<file path="src/rtl/owslot_pkg.sv">
`timescale 1ns/1ps
// Shared state types for the single-wire slave slot decoder.
// Assumes: nothing beyond a SystemVerilog-2017 compiler.
package owslot_pkg;

    // Presence reply sequencer states
    typedef enum logic [1:0] {
        PR_IDLE,
        PR_WAIT,
        PR_DRIVE,
        PR_RECOVER
    } pres_state_t;

    // Write slot sampler states
    typedef enum logic [1:0] {
        SL_IDLE,
        SL_TIME,
        SL_HOLD
    } slot_state_t;

endpackage

</file>
<file path="src/rtl/owslot_line_watch.sv">
`timescale 1ns/1ps
// Line watcher: detects edges on the synchronized bus input, measures
// each low period in microsecond ticks, and flags reset-length lows.
// Assumes: bus_in is already synchronized; SLOT_MAX_US < RESET_MIN_US.
module owslot_line_watch #(
    parameter int RESET_MIN_US = 480,
    parameter int SLOT_MAX_US  = 120
) (
    input  logic clk,
    input  logic rst_n,
    input  logic us_tick,
    input  logic bus_in,
    output logic fall,
    output logic rise,
    output logic reset_hit,
    output logic short_low,
    output logic reset_seen
);
    localparam int CNT_W = $clog2(RESET_MIN_US + 1);
    localparam logic [CNT_W-1:0] RST_LIM  = CNT_W'(RESET_MIN_US);
    localparam logic [CNT_W-1:0] SLOT_LIM = CNT_W'(SLOT_MAX_US);

    logic             bus_q;
    logic [CNT_W-1:0] low_us;

    // Keep the previous line level for edge detection
    always_ff @(posedge clk) begin
        if (!rst_n) bus_q <= 1'b1;
        else        bus_q <= bus_in;
    end

    assign fall = bus_q & ~bus_in;
    assign rise = ~bus_q & bus_in;

    // Count ticks spent low since the last falling edge, saturating at the reset limit
    always_ff @(posedge clk) begin
        if (!rst_n) begin
            low_us <= '0;
        end else if (fall) begin
            low_us <= CNT_W'(us_tick);
        end else if (!bus_in && us_tick && (low_us != RST_LIM)) begin
            low_us <= low_us + 1'b1;
        end
    end

    assign reset_hit = rise && (low_us >= RST_LIM);
    assign short_low = (low_us <= SLOT_LIM);

    // Register the reset detection into a one-cycle strobe
    always_ff @(posedge clk) begin
        if (!rst_n) reset_seen <= 1'b0;
        else        reset_seen <= reset_hit;
    end

    assert_reset_strobe_single_R2: assert property (@(posedge clk) disable iff (!rst_n)
        reset_seen |=> !reset_seen);

endmodule

</file>
<file path="src/rtl/owslot_presence_gen.sv">
`timescale 1ns/1ps
// Presence reply sequencer: after a detected reset it waits a fixed
// number of ticks, pulls the line low for a fixed number of ticks, then
// waits for the line to read high again before going idle.
// Assumes: PRES_DELAY_US >= 1, PRES_WIDTH_US >= 1, width below the reset limit.
module owslot_presence_gen
    import owslot_pkg::*;
#(
    parameter int PRES_DELAY_US = 30,
    parameter int PRES_WIDTH_US = 120
) (
    input  logic clk,
    input  logic rst_n,
    input  logic us_tick,
    input  logic bus_in,
    input  logic reset_hit,
    output logic pull_low,
    output logic busy
);
    localparam int MAXV = (PRES_DELAY_US > PRES_WIDTH_US) ? PRES_DELAY_US : PRES_WIDTH_US;
    localparam int PC_W = $clog2(MAXV + 1);
    localparam logic [PC_W-1:0] DLY_END = PC_W'(PRES_DELAY_US - 1);
    localparam logic [PC_W-1:0] WID_END = PC_W'(PRES_WIDTH_US - 1);

    pres_state_t     state;
    logic [PC_W-1:0] cnt;

    // Step through wait, drive and release phases of the presence reply
    always_ff @(posedge clk) begin
        if (!rst_n) begin
            state <= PR_IDLE;
            cnt   <= '0;
        end else if (reset_hit) begin
            state <= PR_WAIT;
            cnt   <= '0;
        end else begin
            case (state)
                PR_WAIT: begin
                    if (us_tick) begin
                        if (cnt == DLY_END) begin
                            state <= PR_DRIVE;
                            cnt   <= '0;
                        end else begin
                            cnt <= cnt + 1'b1;
                        end
                    end
                end
                PR_DRIVE: begin
                    if (us_tick) begin
                        if (cnt == WID_END) begin
                            state <= PR_RECOVER;
                            cnt   <= '0;
                        end else begin
                            cnt <= cnt + 1'b1;
                        end
                    end
                end
                PR_RECOVER: begin
                    if (bus_in) state <= PR_IDLE;
                end
                default: state <= PR_IDLE;
            endcase
        end
    end

    assign pull_low = (state == PR_DRIVE);
    assign busy     = (state != PR_IDLE);

    assert_drive_after_wait_R3: assert property (@(posedge clk) disable iff (!rst_n)
        $rose(pull_low) |-> ($past(state) == PR_WAIT));

endmodule

</file>
<file path="src/rtl/owslot_slot_sampler.sv">
`timescale 1ns/1ps
// Write slot sampler: opens a slot on a master falling edge, samples the
// line SAMPLE_US ticks later, and emits one bit. A sampled 0 is held until
// the line rises and is only emitted if the low period was slot-sized.
// Assumes: SAMPLE_US >= 1 and below the slot limit.
module owslot_slot_sampler
    import owslot_pkg::*;
#(
    parameter int SAMPLE_US = 30
) (
    input  logic clk,
    input  logic rst_n,
    input  logic us_tick,
    input  logic bus_in,
    input  logic fall,
    input  logic rise,
    input  logic short_low,
    input  logic pres_busy,
    output logic bit_valid,
    output logic bit_value
);
    localparam int SW = $clog2(SAMPLE_US + 1);
    localparam logic [SW-1:0] SMP = SW'(SAMPLE_US);

    slot_state_t   state;
    logic [SW-1:0] slot_us;

    // Time each slot from its falling edge and decide its bit
    always_ff @(posedge clk) begin
        if (!rst_n) begin
            state     <= SL_IDLE;
            slot_us   <= '0;
            bit_valid <= 1'b0;
            bit_value <= 1'b0;
        end else begin
            bit_valid <= 1'b0;
            case (state)
                SL_IDLE: begin
                    if (fall && !pres_busy) begin
                        state   <= SL_TIME;
                        slot_us <= SW'(us_tick);
                    end
                end
                SL_TIME: begin
                    if (slot_us == SMP) begin
                        if (bus_in) begin
                            bit_valid <= 1'b1;
                            bit_value <= 1'b1;
                            state     <= SL_IDLE;
                        end else begin
                            state <= SL_HOLD;
                        end
                    end else if (us_tick) begin
                        slot_us <= slot_us + 1'b1;
                    end
                end
                SL_HOLD: begin
                    if (rise) begin
                        state <= SL_IDLE;
                        if (short_low) begin
                            bit_valid <= 1'b1;
                            bit_value <= 1'b0;
                        end
                    end
                end
                default: state <= SL_IDLE;
            endcase
        end
    end

    assert_mask_own_pulse_R5: assert property (@(posedge clk) disable iff (!rst_n)
        (state == SL_IDLE && pres_busy) |=> (state == SL_IDLE));

    assert_strobe_once_R6: assert property (@(posedge clk) disable iff (!rst_n)
        bit_valid |=> !bit_valid);

    assert_zero_after_rise_R6: assert property (@(posedge clk) disable iff (!rst_n)
        (bit_valid && !bit_value) |-> $past(bus_in));

endmodule

</file>
<file path="src/rtl/owslot_byte_shifter.sv">
`timescale 1ns/1ps
// Byte shifter: collects received bits LSB first into a BYTE_W-bit register
// and strobes once per full group. A clear empties it and restarts the count.
// Assumes: BYTE_W >= 2; clear has priority over an incoming bit.
module owslot_byte_shifter #(
    parameter int BYTE_W = 8
) (
    input  logic              clk,
    input  logic              rst_n,
    input  logic              clear,
    input  logic              bit_valid,
    input  logic              bit_value,
    output logic              byte_valid,
    output logic [BYTE_W-1:0] byte_value
);
    localparam int CW = $clog2(BYTE_W);
    localparam logic [CW-1:0] LAST = CW'(BYTE_W - 1);

    logic [BYTE_W-1:0] sr_next;
    logic [CW-1:0]     cnt;

    // New bit enters at the top; every other position takes its upper neighbour
    for (genvar g = 0; g < BYTE_W; g++) begin : g_shift
        if (g == BYTE_W - 1) begin : g_top
            assign sr_next[g] = bit_value;
        end else begin : g_mid
            assign sr_next[g] = byte_value[g+1];
        end
    end

    // Update the shift register, the bit count and the byte strobe
    always_ff @(posedge clk) begin
        if (!rst_n || clear) begin
            byte_value <= '0;
            cnt        <= '0;
            byte_valid <= 1'b0;
        end else if (bit_valid) begin
            byte_value <= sr_next;
            byte_valid <= (cnt == LAST);
            cnt        <= (cnt == LAST) ? '0 : cnt + 1'b1;
        end else begin
            byte_valid <= 1'b0;
        end
    end

    assert_byte_follows_bit_R8: assert property (@(posedge clk) disable iff (!rst_n)
        byte_valid |-> $past(bit_valid));

    assert_clear_empties_R9: assert property (@(posedge clk) disable iff (!rst_n)
        clear |=> (byte_value == '0 && !byte_valid));

endmodule

</file>
<file path="src/rtl/owslot_decoder.sv">
`timescale 1ns/1ps
// Single-wire slave slot decoder top: ties the line watcher, presence
// reply sequencer, write slot sampler and byte shifter together.
// Assumes: bus_in is synchronized; us_tick is one cycle wide once per us;
// the parameters satisfy SAMPLE_US < SLOT_MAX_US < RESET_MIN_US and
// PRES_WIDTH_US < RESET_MIN_US.
module owslot_decoder #(
    parameter int RESET_MIN_US  = 480,
    parameter int SLOT_MAX_US   = 120,
    parameter int SAMPLE_US     = 30,
    parameter int PRES_DELAY_US = 30,
    parameter int PRES_WIDTH_US = 120,
    parameter int BYTE_W        = 8
) (
    input  logic              clk,
    input  logic              rst_n,
    input  logic              us_tick,
    input  logic              bus_in,
    output logic              pull_low,
    output logic              bit_valid,
    output logic              bit_value,
    output logic              byte_valid,
    output logic [BYTE_W-1:0] byte_value,
    output logic              reset_seen
);
    logic fall, rise, reset_hit, short_low, pres_busy;

    owslot_line_watch #(
        .RESET_MIN_US (RESET_MIN_US),
        .SLOT_MAX_US  (SLOT_MAX_US)
    ) u_line (
        .clk        (clk),
        .rst_n      (rst_n),
        .us_tick    (us_tick),
        .bus_in     (bus_in),
        .fall       (fall),
        .rise       (rise),
        .reset_hit  (reset_hit),
        .short_low  (short_low),
        .reset_seen (reset_seen)
    );

    owslot_presence_gen #(
        .PRES_DELAY_US (PRES_DELAY_US),
        .PRES_WIDTH_US (PRES_WIDTH_US)
    ) u_pres (
        .clk       (clk),
        .rst_n     (rst_n),
        .us_tick   (us_tick),
        .bus_in    (bus_in),
        .reset_hit (reset_hit),
        .pull_low  (pull_low),
        .busy      (pres_busy)
    );

    owslot_slot_sampler #(
        .SAMPLE_US (SAMPLE_US)
    ) u_slot (
        .clk       (clk),
        .rst_n     (rst_n),
        .us_tick   (us_tick),
        .bus_in    (bus_in),
        .fall      (fall),
        .rise      (rise),
        .short_low (short_low),
        .pres_busy (pres_busy),
        .bit_valid (bit_valid),
        .bit_value (bit_value)
    );

    owslot_byte_shifter #(
        .BYTE_W (BYTE_W)
    ) u_byte (
        .clk        (clk),
        .rst_n      (rst_n),
        .clear      (reset_hit),
        .bit_valid  (bit_valid),
        .bit_value  (bit_value),
        .byte_valid (byte_valid),
        .byte_value (byte_value)
    );

    assert_no_drive_on_detect_R3: assert property (@(posedge clk) disable iff (!rst_n)
        reset_seen |-> !pull_low);

    assert_no_bit_on_reset_R7: assert property (@(posedge clk) disable iff (!rst_n)
        reset_seen |-> !bit_valid);

endmodule

</file>
<file path="config.mk">
export PLATFORM = sky130hd
export DESIGN_NAME = owslot_decoder
export DESIGN_NICKNAME = d
export VERILOG_FILES = /design/src/rtl/owslot_pkg.sv /design/src/rtl/owslot_line_watch.sv /design/src/rtl/owslot_presence_gen.sv /design/src/rtl/owslot_slot_sampler.sv /design/src/rtl/owslot_byte_shifter.sv /design/src/rtl/owslot_decoder.sv
export SDC_FILE = /design/constraint.sdc
export NUM_CORES = 1
export LEC_CHECK = 0
export BUFFER_PORTS_ARGS = -buffer_cell sky130_fd_sc_hd__buf_2
export CELL_PAD_IN_SITES_DETAIL_PLACEMENT = 0
export CELL_PAD_IN_SITES_GLOBAL_PLACEMENT = 2
export CORE_MARGIN = 2
export CORE_UTILIZATION = 40
export CTS_CLUSTER_SIZE = 30
export DETAILED_ROUTE_END_ITERATION = 6
export PLACE_DENSITY = 0.83
export SLEW_MARGIN = 25
export SYNTH_ARGS = -nofsm -noshare
export SYNTH_HDL_FRONTEND = slang
export SYNTH_HIERARCHICAL = 1
export SYNTH_SLANG_ARGS = --single-unit
export TNS_END_PERCENT = 5
</file>
<file path="constraint.sdc">
create_clock -name clk -period 2.4 [get_ports clk]
set_input_delay 0.48 -clock clk [delete_from_list [all_inputs] [get_ports clk]]
set_output_delay 0.48 -clock clk [all_outputs]
set_load 0.02 [all_outputs]
</file>
==> results of run 1 <==
[cell usage after synthesis, types with 2 or more instances]
cell and instances:
or3_1 2, nor2b_1 4, inv_1 13, nor4_1 2, nand4_1 2, nand3_1 8, nor2_1 22, nor3b_1 3
nand2b_1 8, buf_1 2, and3_1 3, nand2_1 17, buf_2 2, a31oi_1 2, nor3_1 10, a211oi_1 2
o21a_1 3, mux2i_1 13, o21ai_0 5, a21oi_1 18, xnor2_1 8, dfxtp_1 41, ha_1 15
[metal layers]
metal | GRT usage (%) | share of wire (%) | up-vias
met1 | 20.5 | 51 | 804
met5 | 0 | 0 | -
met4 | 5.89 | 1.6 | 0
met3 | 3.14 | 2.3 | 6
met2 | 23.0 | 45 | 17
li1 | - | - | 904
[path summary, 6_finish.rpt]
path | startpoint | end | slack [ns]
max | u_slot/state[1] | u_slot/slot_us[3] | 0.59
min | u_byte/cnt[0] | u_byte/cnt[0] | 0.50
max reg2reg | u_slot/state[1] | u_slot/slot_us[3] | 0.59
min reg2reg | u_byte/cnt[0] | u_byte/cnt[0] | 0.50
[cells by family (layout without fill, tap and decap cells)]
logic type | after synthesis | count (layout) | share of synthesized area (%)
XOR/XNOR | 9 | 9 | 3.63
AND/OR/NAND/NOR | 99 | 99 | 26.0
buffers and inverters | 19 | 38 | 3.86
multiplexers | 13 | 13 | 5.98
AO/OA/AOI/OAI | 46 | 46 | 14.2
flip-flops | 41 | 41 | 37.7
adder cells (fa/ha/maj) | 15 | 15 | 8.63
[sequential cells by signal (all words and copies together), names as in the netlist]
name and flops:
u_byte/byte_valid 1, u_byte/byte_value 8, u_byte/cnt 3, u_line/bus_q 1, u_line/low_us 9, u_line/reset_seen 1, u_pres/cnt 7, u_pres/state 2
u_slot/bit_valid 1, u_slot/bit_value 1, u_slot/slot_us 5, u_slot/state 2
[worst max-delay path, delay by kind of cell (launching register included)]
kind,cells,cell delay (ns)
flip-flops,1,0.32
AND/OR/NAND/NOR,1,0.20
AO/OA/AOI/OAI,2,0.52
multiplexers,1,0.17
adder cells (fa/ha/maj),1,0.44
buffers and inverters,1,0.09
[final cells by class]
cell class	instances	area (um2)	area share, %
clock buffers	5	68.8	2.86
multi-input cells	182	1270	52.7
clock inverters	3	25.0	1.04
well taps	70	87.6	3.64
flip-flops and latches	41	821	34.1
inverters	13	48.8	2.03
repair buffers	17	87.6	3.64
[power breakdown]
group          switching [mW]  internal [mW]  leakage, nW  total (mW)
combinational          0.0807         0.0482        0.546       0.129
sequential            0.00902          0.690        0.331       0.699
clock                   0.259          0.210       0.0447       0.468
[stage by stage]
| step | utilization [%] | std cells | instance area, um2 | hold WS, ns | worst slack (ns) |
|---|---|---|---|---|---|
| floorplan | - | 242 | 2170 | 0.463 | 0.812 |
| global placement | 44.8 | 323 | 2310 | 0.471 | 0.546 |
| detailed placement | 44.8 | 323 | 2310 | 0.488 | 0.515 |
| CTS | 46.6 | 331 | 2410 | 0.505 | 0.572 |
| global route | 46.6 | 331 | 2410 | 0.528 | 0.350 |
| finish | 46.6 | 331 | 2410 | 0.497 | 0.595 |
==> flow_summary.toml, run 1 <==
[grt]
antenna_found_initial = 0
grt_max_degree = 18
grt_pass1_wl_um = 7330
overflow = 0
grtUsageTotal_pct = 15.0
grt_pass1_vias = 1585

[pwr]
power.density_mw_per_mm2 = 538
p_leak_nw = 0.922
irDropWorstVdd_v = 0.000269
finalPower_mw = 1.30

[final_layout]
drive_above_1_share_pct = 14.6
final_common_cell = "dfxtp_1"
antennaDiodeCount = 0
fillers = 531
fin_nets = 279
mostFrequentLayoutCells = "41 x dfxtp_1, 22 x nor2_1, 18 x a21oi_1, 17 x nand2_1, 16 x buf_2"
area_growth_pct = 10.8

[route]
ant_nets = 0
vias = 1731
drc = 0
first_pass_iters = 4
drtIter0Drc = 80
vias_per_cell = 5.23
wire_per_inst_um = 12.5
wl_um = 4120

[critical_path]
rr_worst_depth = 6
cp_max_fo = 12
cp_slowest_cell = "ha_1"
cpMostUsedCell = "a21oi_1"
crit_chain = "inv_1 > ha_1 > mux2i_1 > a21oi_1 > a21oi_1 > nor3b_1"
arrival_ns = 2.02
cp-end-kind = "flop"
max_stage_delay_ns = 0.44
crit_type = "flop to flop"
cp.required_ns = 2.61
start_kind = "flop"

[synthesis]
syn_area_per_cell_um2 = 8.99
syn-num-nets = 261
synth-main-ff-cell = "dfxtp_1"
synth_seq_area_share_pct = 37.7
ys_warn_count = 6
synth_cell_type_count = 60
mappedNetlistArea_mm2 = 0.00217
async_reset_ff_share_pct = 0
synth.area.top_cells = "dfxtp_1 38%, ha_1 8.6%, mux2i_1 6.0%, a21oi_1 4.1%, nor2_1 3.8%"
ys_ff_latch = 41
netlist.area_leader.share_pct = 37.7
synth_edf_count = 0
synthCells = 242
yosysTopAreaCell = "dfxtp_1"

[timing]
min_period_over_period_pct = 75.2
max_slew_margin_pct = 59.0
setup_tns_ns = 0
final-max-slew-violation-count = 0
finalSetupViolations = 0
rsz0062_at_grt = "false"
final.min_clock_period_ns = 1.81
skew_ns = 0.0104
tightest_slew_ns = 0.611
hold_violations = 0
fmax_ghz = 0.554

[clock_tree]
cts-root-buf = "clkbuf_8"
cts_buffers = 5
h-tree-depth = 2
ctsResizeCount = 0
cts_tree = "yes"
cts.sinks = 41
post_cts_buffers = 0
cts_buffer_depth = 2
ctsHoldBuffers = 0
worstSkewPairLatency_ns = 0.30
clkTransAtPathRegs_ns = 0.09

[hold_path]
hold_path_depth = 2
holdCritPathClass = "flop to flop"

[floorplanning]
die_h_um = 77.7
dieArea_mm2 = 0.00604
core_area_mm2 = 0.00517
start_util_pct = 42.0
die_x_um = 77.7
num_rows = 26
ios = 17

[outcome]
status = "complete, no violations"

[flow_run]
cap_violations = 0

[placed_design]
place.gp.congestion = 0.739
port_buffers = 16
dp_hpwl_um = 2960
Power figures use the tool's default switching activity.
==> run 2, diff against run 1 <==
Settings changed: CORE_UTILIZATION 40 to 37, PLACE_DENSITY 0.83 to 0.78.
Clock period 2.4 ns to 1.7 ns, I/O delays scaled along.
==> run 2 against run 1 <==
Compared with the run above:
- register-to-register slack got worse by 0.48 ns
- worst hold slack lost 0.21 ns
- utilization is 0.65 points lower
- clock power is 42% higher
- worst setup slack worse by 0.48 ns
- flip-flop and latch count unchanged
- largest cell class unchanged
- highest routed layer unchanged
==> flow_summary.toml, run 2 (same netlist as run 1, synthesis figures left out) <==
[pwr]
irDropWorstVdd_v = 0.000294
power.density_mw_per_mm2 = 729
p_leak_nw = 1.02
finalPower_mw = 1.88

[clock_tree]
clkTransAtPathRegs_ns = 0.09
cts_buffer_depth = 2
cts-root-buf = "clkbuf_8"
ctsHoldBuffers = 0
post_cts_buffers = 0
worstSkewPairLatency_ns = 0.30
h-tree-depth = 2
cts_tree = "yes"
cts.sinks = 41
cts_buffers = 5

[placed_design]
port_buffers = 16
dpl.cell_count = 344
dp_slack_ns = 0.0651
place.gp.congestion = 0.760
dp_hpwl_um = 3260
placed_area_mm2 = 0.00246

[grt]
grt_util_met2_pct = 21.8
overflow = 0
grt_busiest_layer = "met2"
grt_pass1_vias = 1587
met3_usage_pct = 3.82
grt_max_degree = 16
grtUsageTotal_pct = 14.6
grt_pass1_wl_um = 7320
met1_usage_pct = 20.0
antenna_found_initial = 0

[route]
wire_per_inst_um = 12.5
ant_nets = 0
vias = 1751
wl_um = 4410
drc = 0
first_pass_iters = 4
vias_per_cell = 4.97
drtIter0Drc = 69

[critical_path]
crit_start = "u_slot/slot_us[0]"
cp_max_fo = 4
arrival_ns = 1.78
cp-end-kind = "flop"
rr_startpoint = "u_slot/slot_us[0]"
crit_type = "flop to flop"
cp.required_ns = 1.90
start_kind = "flop"

[floorplanning]
ios = 17
dieArea_mm2 = 0.00651
num_rows = 27
core_area_mm2 = 0.00561
start_util_pct = 38.8
die_h_um = 80.7
die_x_um = 80.7

[timing]
max_slew_margin_pct = 70.2
hold_violations = 0
tightest_slew_ns = 0.447
rsz0062_at_grt = "false"
final-max-slew-violation-count = 0
fin_ws_ns = 0.120
skew_ns = 0.00699
fmax_ghz = 0.633
min_period_over_period_pct = 93.0
final.min_clock_period_ns = 1.58
setup_tns_ns = 0
finalSetupViolations = 0
fin_hold_ws_ns = 0.292

[final_layout]
final_common_cell = "dfxtp_1"
fillers = 582
seq_area_um2 = 821
multi_input_area_mm2 = 0.00129
finish.instance_area_mm2 = 0.00257
antennaDiodeCount = 0
fin_nets = 298
mostFrequentLayoutCells = "41 x dfxtp_1, 22 x nor2_1, 20 x buf_4, 17 x a21oi_1, 17 x nand2_1"
regMostFlops = "u_line/low_us"
drive_above_1_share_pct = 21.8
largest_register_ffs = 9
fin_util_pct = 45.9
top_regs = "u_line/low_us: 9 flops, u_byte/byte_value: 8 flops, u_pres/cnt: 7 flops"
area_growth_pct = 18.4
finalNonFillerCells = 352

[hold_path]
hold_start = "rst_n"
holdCritPathClass = "primary input to flop"

[flow_run]
cap_violations = 0

[outcome]
status = "complete, no violations"
==> run 2: changes by cell type in the layout (fill, tap and decap cells not counted) <==
cell	before	now
a21oi_1	18	17
buf_4	1	20
o21ai_4	0	1
a21oi_2	0	1
o21ai_2	1	0
nor2b_1	4	3
nand2b_1	8	7
nand2b_4	0	1
nor2b_2	1	2
inv_2	0	1
inv_1	13	12
==> run 2: worst paths after layout <==
check | slack [ns] | cells past startpoint | endpoint
setup reg to reg | 0.12 | 6 | u_slot/state[0]
setup / recovery | 0.12 | 6 | u_slot/state[0]
hold reg to reg | 0.50 | 2 | u_byte/cnt[0]
hold / removal | 0.29 | 2 | u_line/bus_q
==> run 2: per-layer routing <==
layer  up-vias  part of all wire (%)
met4         0                  0.70
met5         -                     0
met2        14                    45
met1       805                    52
li1        930                     -
met3         2                   2.3
==> run 2: critical path, stage by stage (launching register included) <==
cell and delay [ns]:
dfxtp_1 0.34, inv_1 0.08, ha_1 0.20, nand4_2 0.12, a222oi_1 0.46, mux2i_1 0.24, nor2b_1 0.06
==> run 2: layout make-up <==
class                           instances  share of cell area (%)
Multi-Input combinational cell        182                    50.1
Sequential cell                        41                    31.9
Timing Repair Buffer                   36                    8.94
Tap cell                               72                    3.50
Clock buffer                            5                    2.67
Inverter                               13                    1.90
Clock inverter                          3                   0.972
==> run 2: what timing repair did <==
item | CTS | global route
endpoints found under the hold margin | 0 | 0
resized for setup | 0 | 6
setup endpoints to repair | 0 | 9
==> run 2: where the power goes <==
part / total [mW] / internal (mW) / switching (mW) / leakage [nW]
Combinational: 0.230 / 0.106 / 0.124 / 0.645
Sequential: 0.985 / 0.973 / 0.0111 / 0.331
Clock: 0.664 / 0.296 / 0.367 / 0.0447
Total: 1.88 / 1.38 / 0.502 / 1.02
